File: src/rtl/peer_msg_seq.sv
module peer_msg_seq #(
  parameter logic [63:0] VERSION = 64'd0,
  parameter int NUM_VEC = 4,
  parameter int PEERS   = 32,
  localparam int CW = $clog2(NUM_VEC + 1),
  localparam int PW = (PEERS > 1) ? $clog2(PEERS) : 1
) (
  input  logic          clk,
  input  logic          rst_n,
  input  logic          in_valid,
  input  logic [7:0]    in_data,
  input  logic          in_handle,
  output logic          in_ready,
  output logic [15:0]   own_id,
  output logic          setup_done,
  output logic          conn_pulse,
  output logic          disc_pulse,
  output logic [15:0]   evt_peer,
  output logic [CW-1:0] evt_vec,
  output logic          local_vec_pulse,
  output logic          err_pulse
);

  typedef enum logic [2:0] {S_VER, S_ID, S_MEM, S_RUN, S_FAIL} st_t;

  localparam logic [CW-1:0] VMAX = CW'(NUM_VEC);

  st_t         st;
  logic [63:0] sh;
  logic [2:0]  bcnt;
  logic        eval_q, hnd_q;
  logic [CW-1:0] cnt [PEERS];

  wire acc  = in_valid && in_ready;
  assign in_ready = !eval_q;

  wire signed [63:0] v = sh;
  wire        is_m1   = &sh;
  wire        bad_val = (v < -64'sd1) || (v > 64'sd65535);
  wire [15:0] p       = sh[15:0];
  wire        in_tab  = {16'd0, p} < 32'(PEERS);
  wire [PW-1:0] pidx  = p[PW-1:0];
  wire [CW-1:0] cur   = in_tab ? cnt[pidx] : '0;
  wire        setup_ph = (st == S_MEM);

  logic d_err, d_conn, d_disc, d_run;
  always_comb begin
    d_err = 1'b0; d_conn = 1'b0; d_disc = 1'b0; d_run = 1'b0;
    if (bad_val)             d_err = 1'b1;
    else if (is_m1) begin
      if (st == S_RUN)       d_err = 1'b1;
      else                   d_run = 1'b1;
    end
    else if (!in_tab)        d_err = 1'b1;
    else if (hnd_q) begin
      if (cur == VMAX)       d_err = 1'b1;
      else                   d_conn = 1'b1;
    end
    else if (p == own_id)    d_err = 1'b1;
    else                     d_disc = 1'b1;
  end

  always_ff @(posedge clk) begin
    if (!rst_n) begin
      st <= S_VER; sh <= '0; bcnt <= '0; eval_q <= 1'b0; hnd_q <= 1'b0;
      own_id <= '0; setup_done <= 1'b0;
      conn_pulse <= 1'b0; disc_pulse <= 1'b0; local_vec_pulse <= 1'b0; err_pulse <= 1'b0;
      evt_peer <= '0; evt_vec <= '0;
      for (int i = 0; i < PEERS; i++) cnt[i] <= '0;
    end else begin
      conn_pulse <= 1'b0; disc_pulse <= 1'b0; local_vec_pulse <= 1'b0; err_pulse <= 1'b0;
      eval_q <= 1'b0;
      if (acc) begin
        sh   <= {in_data, sh[63:8]};
        bcnt <= bcnt + 3'd1;
        if (bcnt == 3'd7) begin
          eval_q <= 1'b1;
          hnd_q  <= in_handle;
        end
      end
      if (eval_q) begin
        case (st)
          S_VER: begin
            if (sh == VERSION && !hnd_q) st <= S_ID;
            else begin err_pulse <= 1'b1; st <= S_FAIL; end
          end
          S_ID: begin
            if (!hnd_q && !sh[63] && sh <= 64'd65535) begin
              own_id <= p; st <= S_MEM;
            end else begin err_pulse <= 1'b1; st <= S_FAIL; end
          end
          S_MEM, S_RUN: begin
            if (d_err) begin
              err_pulse <= 1'b1;
              if (setup_ph) st <= S_FAIL;
            end
            if (d_run) begin st <= S_RUN; setup_done <= 1'b1; end
            if (d_conn) begin
              conn_pulse <= 1'b1; evt_peer <= p; evt_vec <= cur;
              cnt[pidx] <= cur + 1'b1;
              local_vec_pulse <= (p == own_id);
            end
            if (d_disc) begin
              disc_pulse <= 1'b1; evt_peer <= p; cnt[pidx] <= '0;
            end
          end
          default: ;
        endcase
      end
    end
  end

  assert_ready_gap_R1: assert property (@(posedge clk) disable iff (!rst_n)
    (acc && bcnt == 3'd7) |=> !in_ready);

  assert_fail_quiet_R2: assert property (@(posedge clk) disable iff (!rst_n)
    (st == S_FAIL) |=> !(conn_pulse || disc_pulse || err_pulse || setup_done));

  assert_done_sticky_R4: assert property (@(posedge clk) disable iff (!rst_n)
    setup_done |=> setup_done);

  assert_one_outcome_R5: assert property (@(posedge clk) disable iff (!rst_n)
    $onehot0({conn_pulse, disc_pulse, err_pulse}));

  assert_vec_bound_R8: assert property (@(posedge clk) disable iff (!rst_n)
    conn_pulse |-> (evt_vec < VMAX));

  assert_local_match_R11: assert property (@(posedge clk) disable iff (!rst_n)
    local_vec_pulse |-> (conn_pulse && evt_peer == own_id));

endmodule

File: config.mk
export PLATFORM = sky130hd
export DESIGN_NAME = peer_msg_seq
export DESIGN_NICKNAME = d
export VERILOG_FILES = /design/src/rtl/peer_msg_seq.sv
export SDC_FILE = /design/constraint.sdc
export NUM_CORES = 1
export LEC_CHECK = 0
export ABC_AREA = 1
export BUFFER_PORTS_ARGS = -buffer_cell sky130_fd_sc_hd__buf_2
export CORE_UTILIZATION = 50
export CTS_CLUSTER_SIZE = 14
export DETAILED_ROUTE_END_ITERATION = 10
export PLACE_DENSITY = 0.66
export SYNTH_ARGS = -nofsm -noshare
export SYNTH_HDL_FRONTEND = slang
export SYNTH_SLANG_ARGS = --single-unit
export TNS_END_PERCENT = 20
File: constraint.sdc
create_clock -name clk -period 5.55 [get_ports clk]
set_clock_uncertainty 0.15 [all_clocks]
set_input_delay 0.8325 -clock clk [delete_from_list [all_inputs] [get_ports clk]]
set_output_delay 0.8325 -clock clk [all_outputs]
set_load 0.03 [all_outputs]
Word level (Yosys, flattened, before mapping)
Memories as Yosys holds them, arrays and structs flattened. A register that Yosys moved wholly into a read port is not among the register bits. Cells that the tools add are included.

Order comparisons: 4. Mux-type cells: 51. Add/sub/neg operators: 2. Equal/unequal tests: 8. Bitwise logic cells: 1. Reductions and logical operators: 24.

Operators with widths (count): > comparator 64 x 17 -> 1 bit, second input constant (1); <= comparator 64 x 16 -> 1 bit, second input constant (1); logical NOT 64 bit (1); < comparator 64 x 1 -> 1 bit, second input constant (1); AND reduction 64 bit (1); 2-to-1 mux 1 bit (36); 2-to-1 mux 16 bit (2); 2-to-1 mux 3 bit (8); equality test 16 bit (1); < comparator 16 x 6 -> 1 bit, second input constant (1); 2-to-1 mux 5 bit (3); AND reduction 3 bit (4); case mux 3 bit (3 select lines) (1); AND reduction 4 bit (2); adder 3 x 1 -> 3 bit, second input constant (2); equality test 3 x 2 -> 1 bit, second input constant (2); equality test 3 bit, second input constant (2); != test 3 bit, second input constant (2); AND reduction 2 bit (3); logical AND 1 bit (4); equality test 3 x 1 -> 1 bit, second input constant (1); logical NOT 1 bit (3); logical NOT 3 bit (1); case mux 1 bit (3 select lines) (1); other kinds (6) (6).

Memories: 1. Bits in writable memories: 96. Bits of input ports: 12. Word-level logic and storage cells: 104. Register bits: 112. Output and inout bits: 41.

Memories: cnt (depth 32, width 3, read ports 1, clocked after memory_dff 1, write ports 32, RTL line 32) `logic [CW-1:0] cnt [PEERS];`.

Depth between registers and ports, before layout
Gate-level depths: netlist of run 1.

Depth after elaboration: 16. Gate-level depth with buffers: 20. Depth with buffers taken out: 16.

Worst setup path before layout of run 1
OpenSTA, ideal clock, no wires.

Kind: register to register. Start point: register (tool-made name). End point: memory cnt[16][0] (netlist bit) (enable). Buffers on the path: 3. Period minus slack after synthesis: 2.868 ns. Cell stages (with the launch flop): 16. Setup time: 0.344 ns. Data arrival time: 2.373 ns. Setup slack: 2.682 ns. Cell sequence: dfxtp_1 inv_2 buf_4 buf_4 buf_4 a21oi_1 o311ai_0 nand2_1 nand2_1 nand3_1 ha_1 nand4_2 nand2_4 nand2_8 nand4_4 o21ai_0.

RTL lines (RTL line): end: declaration (32).

==> results of run 1 <==
==> metal layers <==
layer / share of wire, % / GRT usage [%]
met1: 45 / 30.28
met3: 5.4 / 3.432
met5: 0 / 0
met2: 48 / 37.87
met4: 2.0 / 6.338
==> cell usage in the layout (no fill, tap or decap), drive strengths merged, types with 6 or more instances in the layout <==
| cell type | netlist | final |
|---|---|---|
| nand2 | 184 | 184 |
| o21ai | 104 | 104 |
| clkinv | 1 | 6 |
| buf | 34 | 61 |
| nor2 | 224 | 224 |
| dfxtp | 117 | 117 |
| nor3 | 58 | 58 |
| inv | 67 | 68 |
| nand3 | 76 | 76 |
| xnor2 | 15 | 15 |
| nand4 | 27 | 27 |
| clkbuf | 37 | 36 |
| a21oi | 56 | 56 |
| edfxtp | 96 | 96 |
| a22oi | 9 | 9 |
==> final cells by class <==
| cell class | instances | area, µm² |
|---|---|---|
| clock buffers | 36 | 706.9 |
| clock inverters | 7 | 62.56 |
| fillers | 1746 | 8142 |
| inverters | 68 | 255.2 |
| multi-input cells | 768 | 3971 |
| flip-flops and latches | 213 | 5225 |
| well taps | 260 | 325.3 |
| repair buffers | 61 | 330.3 |
==> worst max-delay path: cells and delay by family (launching register included) <==
kind | cells | cell delay, ps
buffers and inverters | 2 | 930
adder cells (fa/ha/maj) | 1 | 250
flip-flops | 1 | 290
AO/OA/AOI/OAI | 3 | 1020
AND/OR/NAND/NOR | 7 | 950
==> through the flow <==
stage,instances,hold slack [ps],utilization (%),cell area [µm²]
final,1413,302.0,57.19,10880
after global routing,1413,322.7,57.19,10880
after CTS,1413,304.5,57.19,10880
after detailed placement,1370,292.6,53.14,10110
after global placement,1370,289.7,53.14,10110
after floorplan,1120,301.6,-,9834
==> power by group <==
group	leakage [nW]	total [mW]	switching [mW]	internal [mW]
clock network	0.378	1.53	0.611	0.924
logic	2.17	0.272	0.197	0.0748
registers	1.95	1.74	0.0492	1.69
total	4.49	3.55	0.858	2.69
==> state kept, by name, indices dropped and copies added (netlist names), named ones only <==
register and cells:
conn_pulse 1, own_id 16, cnt 96, local_vec_pulse 1
bcnt 3, eval_q 1, evt_peer 16, evt_vec 3
hnd_q 1, st 3, sh 64, setup_done 1
err_pulse 1, disc_pulse 1
==> final timing paths <==
kind | from | to | cells past startpoint
max | flop | cnt[31][2] | 13
min | evt_peer[8] | evt_peer[8] | 2
max reg2reg | flop | cnt[31][2] | 13
min reg2reg | evt_peer[8] | evt_peer[8] | 2
==> logic make-up (layout without fill, tap and decap cells) <==
kind of cell / Yosys count / in the layout / synth area share, %
xor+xnor: 16 / 16 / 1.425
fa+ha+maj: 4 / 4 / 0.5089
buf+inv: 139 / 172 / 6.514
compound gates: 175 / 175 / 9.313
flops: 213 / 213 / 53.13
simple gates: 573 / 573 / 29.11
==> impl_summary.log, run 1 <==
INFO  metric timing.critical_path.slowest_stage_cell = inv_2
INFO  metric holdBufCountCts = 0
INFO  metric finalHoldViolations = 0
INFO  metric post-cts-setup-buffers = 0
INFO  metric synth_edf_count = between 90 and 100
INFO  metric max-cap-violations = 0
INFO  metric dr.pass1.iters = 5
INFO  metric slew_violations = 0
INFO  metric cpPeakStageDelay = between 600 and 700 ps
INFO  metric cellPowerDensity = approximately 330 mW/mm²
INFO  metric yosys_warnings = 0
INFO  metric ctsRootBufferMaster = clkbuf_16
INFO  metric wl_per_cell = 15.87 µm
INFO  metric antenna_found_initial = 0
INFO  metric synth.cell_area = just under 0.01 mm²
INFO  metric first_pass_grt_wire_length = roughly 36000 µm
INFO  metric cts_tree = done
INFO  metric design_power_total = 3.550 mW
INFO  metric drt_wl_total = 22430 µm
INFO  metric cp_data_required_time = 5570 ps
INFO  metric synth.ff_latch_count = approximately 210
INFO  metric finish.net_count = 1152
INFO  metric fp.dieArea = between 0.02 and 0.025 mm²
INFO  metric worst_setup_path_start_kind = flop
INFO  metric ff2ff_setup_slack = around 1600 ps
INFO  metric io_pins = 53
INFO  metric worst_hold_path_type = flop to flop
INFO  metric dp_worst_setup_slack = around 1600 ps
INFO  metric post_synth_main_area_contributors = edfxtp_1 29%, dfxtp_1 24%, nor2_1 8.3%, nand2_1 6.2%, o21ai_0 5.2%
INFO  metric cts.path.max_buffers = 3
INFO  metric global_route.overflow_total = 0
INFO  metric irDropWorstVdd = about 0.32 mV
INFO  metric grt_pass1_vias = 7039
INFO  metric detail-route-antenna-nets = 0
INFO  metric gp_routability_congestion = about 0.89
INFO  metric place.port_buffers = 52
INFO  metric relSlewSlack = a little under two fifths
INFO  metric postSynthCellCount = between 1000 and 1500
INFO  metric clkSlewWorstSetupHoldPaths = roughly 60 ps
INFO  metric drive_above_1_share = between 10% and 20%
INFO  metric async_reset_ff_share = 0%
INFO  metric crit_path_frequent_cell = nand2_1
INFO  metric rsz0062_at_grt = false
INFO  metric synth_top_cell_area_share = just under 30%
INFO  metric ctsHtreeMaxLevel = 1
INFO  metric critPathKind = flop to flop
INFO  metric worst_pin_slew = about 940 ps
INFO  metric layout_setup_ws = about 1600 ps
INFO  metric clock_net_sink_count = 213
INFO  metric vias = roughly 7500
INFO  metric achievable-frequency = around 0.25 GHz
INFO  metric global_route.usage.total = roughly 23%
INFO  metric std_cell_rows = 50
INFO  metric run_status = finished clean
INFO  metric detailed_place_hpwl = between 10000 and 15000 µm
INFO  metric number_of_antenna_repair_diodes = 0
INFO  metric synth.net_count = roughly 1100
INFO  metric worst-endpoint-arrival = ~4000 ps
INFO  metric largest_net_degree_at_the_start_of_global_routing = 98
INFO  metric p_leak = approximately 4.5 nW
INFO  metric route.detailed.vias_per_inst = approximately 5.3
INFO  metric ys_seq_area_share = between 50% and 60%
INFO  metric synthMostInstantiatedCell = nor2_1
INFO  metric cell_type_contributing_the_most_total_cell_area_after_synthesis = edfxtp_1
INFO  metric clock_insertion_delay_worst_skew = between 500 and 600 ps
INFO  metric post-route-drc-count = 0
INFO  metric post_cts.resized_instances = 0
INFO  metric fin_tns_setup = 0 ps
INFO  metric most_common_flop_cell_mapped_by_yosys = dfxtp_1
INFO  metric synth_cell_type_count = 39
INFO  metric die-height = roughly 140 µm
INFO  metric die_x = 142.2 µm
INFO  metric type_of_destination_of_the_critical_path = flop
INFO  metric area_growth_syn_to_layout = 10.60%
INFO  metric number_of_buffers_created_by_cts = 24
INFO  metric post-route-min-period = 3966 ps
INFO  metric syn_avg_cell_area = 8.781 µm²
INFO  metric fin_crit_sh = a little under three quarters
INFO  metric ys_top_cells_by_count = 217 x nor2_1, 163 x nand2_1, 117 x dfxtp_1
INFO  metric setup_violations = 0
INFO  metric floorplan.initialDensity = about half
INFO  metric design.core.area = approximately 0.019 mm²
INFO  metric number_of_drc_markers_in_iteration_0 = between 400 and 500
INFO  metric timing.critical_path.fanout_max = 49
INFO  metric cp_cell_sequence = buf_4 > inv_2 > a21oi_1 > o311ai_0 > nand2_1 > nand2_1 > nand3_1 > ha_1 > nand4_2 > nand2_4 > nand2_8 > nand4_4 > o21ai_0
No activity file was read; power rests on OpenSTA's default activity.
==> run 2, diff against run 1 <==
Clock period 5.55 ns to 4 ns, I/O delays scaled along.
==> run 2 against run 1 <==
Sequential share of layout area is 0.26 points lower. Sequential power is 39% higher. Die area stayed put. Highest routed layer unchanged.
==> impl_summary.log, run 2 (same netlist as run 1, synthesis figures left out) <==
INFO  metric run_status = finished clean
INFO  metric finish.net_count = 1159 (+0.61%)
INFO  metric largest_net_degree_at_the_start_of_global_routing = 75 (-23%)
INFO  metric n_fill_cell = 1724 (-1.3%)
INFO  metric power_frac_comb = 7.9% (+0.2 points)
INFO  metric met2RoutedLength = 10860 µm (+1.4%)
INFO  metric max-cap-violations = 0 (unchanged)
INFO  metric antenna_found_initial = 0 (unchanged)
INFO  metric post_cts.resized_instances = 0 (unchanged)
INFO  metric min_from = in_data[0]
INFO  metric top_regs = cnt x96, sh x64
INFO  metric io_pins = 53 (unchanged)
INFO  metric std_cell_rows = 50 (unchanged)
INFO  metric die-height = 142.2 µm (unchanged)
INFO  metric min_to = sh[56]
INFO  metric clock_net_sink_count = 213 (unchanged)
INFO  metric grt_pass1_vias = 7162 (+1.7%)
INFO  metric design.core.area = 0.01902 mm² (unchanged)
INFO  metric setup_violations = 0 (unchanged)
INFO  metric dr.pass1.iters = 5 (unchanged)
INFO  metric timing.critical_path.fanout_max = 17 (-65%)
INFO  metric gp_routability_congestion = 0.8344 (-5.9%)
INFO  metric pwr-share-clk = 42.7% (-0.5 points)
INFO  metric number_of_buffers_created_by_cts = 23 (-4.2%)
INFO  metric critPathKind = flop to flop
INFO  metric netSwitchingFraction = 24.33% (+0.17 points)
INFO  metric switchingPower = 1.190 mW (+39%)
INFO  metric route.detailed.vias_per_inst = 5.397 (+1.7%)
INFO  metric irDropWorstVdd = 0.3603 mV (+14%)
INFO  metric dr_wl_met3 = 1175 µm (-2.5%)
INFO  metric worst_hold_path_type = input port to flop
INFO  metric hold_path_depth = 3 (+1)
INFO  metric worst_setup_path_start_kind = flop
INFO  metric dr.max_layer_used = met4
INFO  metric rsz0062_at_grt = false
INFO  metric clock_insertion_delay_worst_skew = 510 ps (about the same)
INFO  metric final_common_cell = nor2_1
INFO  metric area_growth_syn_to_layout = 11.20%
INFO  metric wl_per_cell = 15.84 µm (-0.22%)
INFO  metric floorplan.initialDensity = 51.71% (unchanged)
INFO  metric post-route-util = 57.50% (+0.31 points)
INFO  metric drt_wl_total = 22490 µm (+0.28%)
INFO  metric detailed_place_hpwl = 15140 µm (+4.1%)
INFO  metric type_of_destination_of_the_critical_path = flop
INFO  metric fin_crit_sh = 86.05% (+15 points)
INFO  metric cp_data_required_time = 4000 ps (-1570 ps)
INFO  metric final_cell_count_no_fill = 1420 (+0.50%)
INFO  metric global_route.overflow_total = 0 (unchanged)
INFO  metric vias = 7664 (+2.2%)
INFO  metric clkSlewWorstSetupHoldPaths = 60 ps (about the same)
INFO  metric ctsHtreeMaxLevel = 1 (unchanged)
INFO  metric number_of_antenna_repair_diodes = 0 (unchanged)
INFO  metric detail-route-antenna-nets = 0 (unchanged)
INFO  metric dpl.cell_count = 1378 (+0.58%)
INFO  metric relSlewSlack = 44.07% (+6.9 points)
INFO  metric p_leak = 4.531 nW (+0.81%)
INFO  metric holdBufCountCts = 0 (unchanged)
INFO  metric r2r_end = cnt[7][1]
INFO  metric place.port_buffers = 52 (unchanged)
INFO  metric power.internal = 3.702 mW (+37%)
INFO  metric cts_tree = done
INFO  metric die_x = 142.2 µm (unchanged)
INFO  metric post-cts-setup-buffers = 0 (unchanged)
INFO  metric wirelength_met1 = 9973 µm (-0.91%)
INFO  metric slew_violations = 0 (unchanged)
INFO  metric post-route-drc-count = 0 (unchanged)
INFO  metric post-route-min-period = 3442 ps (-524.1 ps)
INFO  metric final_cell_mix = 217 x nor2_1, 162 x nand2_1, 117 x dfxtp_1, 103 x o21ai_0, 96 x edfxtp_1
INFO  metric worst_pin_slew = 836.9 ps (-101.9 ps)
INFO  metric largest_register_ff_count = 96 (unchanged)
INFO  metric p_seq_share = 49.5% (+0.4 points)
INFO  metric global_route.usage.total = 22.66% (+0.081 points)
INFO  metric regMostFlops = cnt
INFO  metric cellPowerDensity = 447.4 mW/mm² (+37%)
INFO  metric fin_tns_setup = 0 ps (unchanged)
INFO  metric ctsRootBufferMaster = clkbuf_16
INFO  metric drive_above_1_share = 16.29% (+0.94 points)
INFO  metric ff2ff_setup_slack = 560 ps (-1030 ps)
INFO  metric achievable-frequency = 0.2905 GHz (+15%)
INFO  metric cts.path.max_buffers = 3 (unchanged)
INFO  metric finalHoldViolations = 0 (unchanged)
INFO  metric timing.reg2reg.worst_path_depth = 14 (+1)
INFO  metric first_pass_grt_wire_length = 36230 µm (+0.89%)
INFO  metric worst-endpoint-arrival = 3440 ps (-540 ps)
INFO  metric fp.dieArea = 0.02023 mm² (unchanged)
INFO  metric number_of_drc_markers_in_iteration_0 = 686 (+52%)
run 2: stage by stage:
step | power (mW) | worst slack, ps | area [µm²] | hold slack, ps
6_report | 4.893 | 558.1 | 10940 | 196.8
2_1_floorplan | 2.742 | 1132 | 9834 | 301.6
4_1_cts | 4.922 | 560.8 | 10940 | 182.0
3_5_place_dp | 2.850 | 571.8 | 10180 | 293.3
5_1_grt | 5.059 | 257.3 | 10940 | 209.5
3_3_place_gp | 2.843 | 664.4 | 10180 | 287.7
run 2: how the worst max path moves through the flow:
stage               startpoint  cells after the start  slack (ps)         end
floorplan                 flop                     15        1130  cnt[16][0]
global placement          flop                     14         660   cnt[5][1]
detailed placement        flop                     14         570  cnt[18][2]
CTS                       flop                     14         560   cnt[7][1]
global route              flop                     14         260  cnt[20][2]
finish                    flop                     14         560   cnt[7][1]
run 2: critical path, stage by stage (launching register included):
cell      delay, ps
dfxtp_1         320
buf_4           180
inv_2            90
buf_4           210
a21oi_1          80
o311ai_0        350
nand2_1         100
nand2_1          80
nand3_1         150
ha_1            240
nand4_2         120
nand2_4          90
nand2_8         140
nand4_4         280
o21ai_0         490
run 2: power by group through the flow:
stage               clock (mW)  combinational, mW  sequential (mW)
floorplan                    0              0.308             2.43
global placement             0              0.377             2.47
detailed placement           0              0.383             2.47
CTS                       2.12              0.385             2.42
global route              2.20              0.431             2.43
finish                    2.09              0.385             2.42
run 2: routing by layer:
layer	vias up	track usage (%)
met2	220	38.67
met3	38	2.860
li1	3812	-
met4	0	6.735
met1	3594	30.04
met5	-	0
run 2: area by class of cell:
cell class	instances	area [µm²]	share of cell area, %
inverter	68	255.2	2.334
clock buffer	34	676.9	6.190
clock inverter	8	78.83	0.7208
timing repair buffer	69	402.9	3.684
multi-input combinational	768	3971	36.32
sequential	213	5225	47.78
tap	260	325.3	2.975
